### src/rtl/magcmp_pkg.sv
package magcmp_pkg;

    typedef struct packed {
        logic gt;
        logic eq;
        logic lt;
    } rel_t;

    localparam rel_t REL_EQUAL = '{gt: 1'b0, eq: 1'b1, lt: 1'b0};

    // A local tie defers to the relation carried in from below.
    function automatic rel_t rel_pick(rel_t local_r, rel_t casc_r);
        return local_r.eq ? casc_r : local_r;
    endfunction

endpackage

### src/rtl/magcmp_local.sv
module magcmp_local
    import magcmp_pkg::*;
#(
    parameter int W = 4
) (
    input  logic [W-1:0] a_i,
    input  logic [W-1:0] b_i,
    output rel_t         rel_o
);
    logic found;

    // The most significant differing bit decides the ordering.
    always_comb begin
        rel_o = REL_EQUAL;
        found = 1'b0;
        for (int i = W - 1; i >= 0; i--) begin
            if (!found && (a_i[i] != b_i[i])) begin
                found    = 1'b1;
                rel_o.gt = a_i[i];
                rel_o.lt = b_i[i];
                rel_o.eq = 1'b0;
            end
        end
    end
endmodule

### src/rtl/magcmp_merge.sv
module magcmp_merge
    import magcmp_pkg::*;
(
    input  rel_t local_i,
    input  rel_t casc_i,
    output rel_t rel_o
);
    assign rel_o = rel_pick(local_i, casc_i);
endmodule

### src/rtl/magcmp_slice.sv
module magcmp_slice
    import magcmp_pkg::*;
#(
    parameter int W = 4
) (
    input  logic [W-1:0] a_i,
    input  logic [W-1:0] b_i,
    input  logic         cin_gt_i,
    input  logic         cin_eq_i,
    input  logic         cin_lt_i,
    output logic         gt_o,
    output logic         eq_o,
    output logic         lt_o
);
    rel_t local_rel;
    rel_t casc_rel;
    rel_t out_rel;

    assign casc_rel = '{gt: cin_gt_i, eq: cin_eq_i, lt: cin_lt_i};

    magcmp_local #(.W(W)) local_i (
        .a_i   (a_i),
        .b_i   (b_i),
        .rel_o (local_rel)
    );

    magcmp_merge merge_i (
        .local_i (local_rel),
        .casc_i  (casc_rel),
        .rel_o   (out_rel)
    );

    assign gt_o = out_rel.gt;
    assign eq_o = out_rel.eq;
    assign lt_o = out_rel.lt;
endmodule

### src/rtl/magcmp_chain.sv
module magcmp_chain
    import magcmp_pkg::*;
#(
    parameter int SLICE_W  = 4,
    parameter int N_SLICES = 2
) (
    input  logic [SLICE_W*N_SLICES-1:0] a_i,
    input  logic [SLICE_W*N_SLICES-1:0] b_i,
    output logic                        gt_o,
    output logic                        eq_o,
    output logic                        lt_o
);
    localparam int TOTAL_W = SLICE_W * N_SLICES;

    // Relation links: index 0 feeds the least significant slice.
    logic [N_SLICES:0] lnk_gt;
    logic [N_SLICES:0] lnk_eq;
    logic [N_SLICES:0] lnk_lt;

    assign lnk_gt[0] = REL_EQUAL.gt;
    assign lnk_eq[0] = REL_EQUAL.eq;
    assign lnk_lt[0] = REL_EQUAL.lt;

    for (genvar s = 0; s < N_SLICES; s++) begin : g_slice
        magcmp_slice #(.W(SLICE_W)) slice_i (
            .a_i      (a_i[s*SLICE_W +: SLICE_W]),
            .b_i      (b_i[s*SLICE_W +: SLICE_W]),
            .cin_gt_i (lnk_gt[s]),
            .cin_eq_i (lnk_eq[s]),
            .cin_lt_i (lnk_lt[s]),
            .gt_o     (lnk_gt[s+1]),
            .eq_o     (lnk_eq[s+1]),
            .lt_o     (lnk_lt[s+1])
        );
    end

    assign gt_o = lnk_gt[N_SLICES];
    assign eq_o = lnk_eq[N_SLICES];
    assign lt_o = lnk_lt[N_SLICES];

    if (TOTAL_W < 1) begin : g_bad_width
        initial $error("magcmp_chain: width must be positive");
    end
endmodule

### config.mk
export PLATFORM = sky130hd
export DESIGN_NAME = magcmp_chain
export DESIGN_NICKNAME = d
export VERILOG_FILES = /design/src/rtl/magcmp_pkg.sv /design/src/rtl/magcmp_local.sv /design/src/rtl/magcmp_merge.sv /design/src/rtl/magcmp_slice.sv /design/src/rtl/magcmp_chain.sv
export SDC_FILE = /design/constraint.sdc
export NUM_CORES = 1
export LEC_CHECK = 0
export BUFFER_PORTS_ARGS = -buffer_cell sky130_fd_sc_hd__buf_2
export CAP_MARGIN = 30
export CORE_AREA = 2 2 39 41
export DETAILED_ROUTE_END_ITERATION = 6
export DIE_AREA = 0 0 41 43
export SYNTH_ARGS = -nofsm -noshare
export SYNTH_HDL_FRONTEND = slang
export SYNTH_SLANG_ARGS = --single-unit
### constraint.sdc
create_clock -name vclk -period 1.6
set_input_delay 0.16 -clock vclk [all_inputs]
set_output_delay 0.16 -clock vclk [all_outputs]
set_load 0.005 [all_outputs]
==> flow_results.org <==
** Power
- In this run the power density over the cells is 249 nW/um^2.
- Leakage power :: 0.218 nW
- Overall power consumption after layout is estimated at 0.107 mW.
- IR analysis of the VDD net gives a maximum drop of 0.0928 mV.

** STA
- Timing would allow up to 731 MHz.
- Worst slew pin tran :: 0.211 ns
- Dividing the final minimum period by the clock period gives 85.5%.
- Post-route worst hold slack :: 0.720 ns
- In this run the tightest slew margin relative to its limit is 85.8%.
- In the final timing run, aggregate negative setup slack is 0 ns.
- Setup violations remaining at the end of the flow were counted as 0.
- Count of endpoints failing hold in the final timing report :: 0
- The number of max-slew violations in the final report came to 0.
- Fin crit period :: 1.37 ns
- Setup repair after global routing left no endpoint under its margin.

** Global routing
- The via count of the first global-routing pass is 301.
- For met3 alone, demand over resource in global routing was 0%.
- Global-route usage over all layers :: 7.59%
- Maximum number of pins on one net before global-route repair :: 6
- Number of antenna violations at the first check in global routing :: 0
- After global routing the overflow that remains totals 0.
- Met1 routing resource usage after global routing :: 10.8%
- The first global-routing pass estimated 1020 microns of wire.
- In the global route stage, met2 resource usage came out at 13.1%.
- Most Used Layer, Global Route :: met2

** Setup path
- CP Data Arrival Time :: 1.21 ns
- The kind of cell with the highest combined delay along the critical path is simple AND/OR/NAND/NOR gates.
- The critical path goes through buf_2, inv_1, ha_1, nand4b_1, nor4b_1, buf_2.
- Among the stages of the critical path, the cell type that occurs most often is sky130_fd_sc_hd__buf_2.
- Cell with the biggest individual delay on the critical path :: sky130_fd_sc_hd__ha_1
- Bufs and invs on worst path :: 3
- The worst setup path is of the in -> out kind.
- STA classifies the critical path startpoint as an input port.
- Endpoint type of the worst setup path :: primary output
- Highest fanout seen on the critical path :: 4
- Origin of the worst setup path :: a_i[3]
- Maximum cell stage delay along the critical path :: 0.33 ns
- Critical path data required time :: 1.44 ns

** Clocking
- Gates resized during post-CTS repair numbered 0.
- Hold_buf cts :: 0
- Postcts setup bufs :: 0

** Die
- Die footprint :: 1760 sq um
- Initial Util :: 22.2%
- Row generation in the floorplan step produced 14 rows.
- IO Pins :: 19
- The die is 41 microns wide.
- Chip Height :: 43 microns
- After floorplanning, the core was sized to cover 1380 sq um.

** Detailed routing
- For this run, design rule violations remaining after detail routing come to 0.
- DRC violation total after the first TritonRoute iteration :: 4
- In this run the remaining antenna-violating nets after routing total 0.
- Mean routed wirelength per cell :: 8.10 microns
- Post-detailed-routing wire length :: 640 microns
- Initial DRT Pass Iterations :: 4
- Across all layers, the routed design uses 354 vias.
- Via/cell ratio :: 4.48

** Finish
- Post-route non-filler standard cell count :: 79
- In the finished design the tool counted flip-flops and latches totalling 0.
- Compared with the post-synthesis result, the final layout area differs by 40.0%.
- The repair_antennas step left the layout with diodes totalling 0.
- Of the cells placed in the final design, the portion with a size suffix greater than 1 is 34.9%.
- Fillers :: 159
- Nets@finish :: 85
- The layout has 0 clock buffers.
- Summing all flip-flop and latch instances after layout gives 0 sq um.
- Combined area of the multi-input logic cells :: 273 sq um

** Placement
- Final HPWL from detailed placement :: 580 microns
- Final RePlAce weighted congestion :: 0.643
- Cell Count Post-Placement :: 79
- Port buffering added 19 buffers.

** Synth
- Counting distinct cell types in the post-synthesis netlist gives 16.
- Area share of the largest cell type after synthesis :: 16.3%
- Average instance area after synthesis :: 7.13 sq um
- Library cell with the highest instance count after synthesis :: sky130_fd_sc_hd__inv_1
- Synthesis Warnings :: 0
- Post-synth top area cell :: sky130_fd_sc_hd__ha_1
- Synth Cell Area :: 307 sq um
- When the netlist entered floorplanning its net count stood at 63.
- Most area-consuming cells after synthesis :: sky130_fd_sc_hd__ha_1, sky130_fd_sc_hd__nor2b_1, sky130_fd_sc_hd__xnor2_1
- Counting instances in the post-synthesis netlist gives the leading cell types as sky130_fd_sc_hd__inv_1, sky130_fd_sc_hd__nor2b_1, sky130_fd_sc_hd__ha_1, sky130_fd_sc_hd__o211ai_1, sky130_fd_sc_hd__xnor2_1.
- Synthesis produced a netlist whose cell count is 43.
- Sequential share of the synthesized area :: 0%

** Outcome
- The flow ran to the end, and the final reports show no timing, DRC or antenna violations.

** Worst hold path
- Type of the most critical hold path :: in -> out
- Startpoint of the most critical hold path :: b_i[6]

** Run
- Across the run, the number of max-cap violations was 0.
cell type report:
cell class	count	area share (%)
multi-input cells	34	63.6
repair buffers	20	23.9
inverters	9	7.87
well taps	16	4.66
logic make-up (layout without fill, tap and decap cells):
logic type,count (synthesis),after routing,synth area share (%)
AND/OR/NAND/NOR,11,11,24.9
buffers and inverters,9,29,11.0
adder cells (fa/ha/maj),7,7,26.9
XOR/XNOR,4,4,11.4
AO/OA/AOI/OAI,11,11,22.4
multiplexers,1,1,3.27
per-layer routing:
layer	share of wire [%]	up-vias
li1	-	191
met1	47	149
met2	45	14
met3	8.6	0
met4	0	0
met5	0	-
placed cells by master, fill, tap and decap left out, drive strengths merged:
cell type / instances
buf: 20
inv: 9
nor2b: 7
xnor2: 4
o211ai: 4
ha: 4
o21ai: 3
maj3: 3
a31oi: 2
nand2b: 1
nand4b: 1
and4: 1
nor4b: 1
a21oi: 1
o22ai: 1
mux2i: 1
per-stage QoR:
stage                     area [sq um]  worst slack (ns)  util [%]
after detailed placement           429             0.211      31.0
after floorplan                    307             0.418         -
after CTS                          429             0.213      31.0
final                              429             0.232      31.0
after global placement             429             0.212      31.0
after global routing               429             0.117      31.0
final timing paths:
path,slack (ns),to,depth (start not counted)
max,0.23,eq_o,6
min,0.72,lt_o,4
report_power, final:
group	total, mW	switching [mW]	internal [mW]
Sequential	0	0	0
Combinational	0.107	0.0494	0.0576
Clock	0	0	0
(Power assumes the default switching activity.)
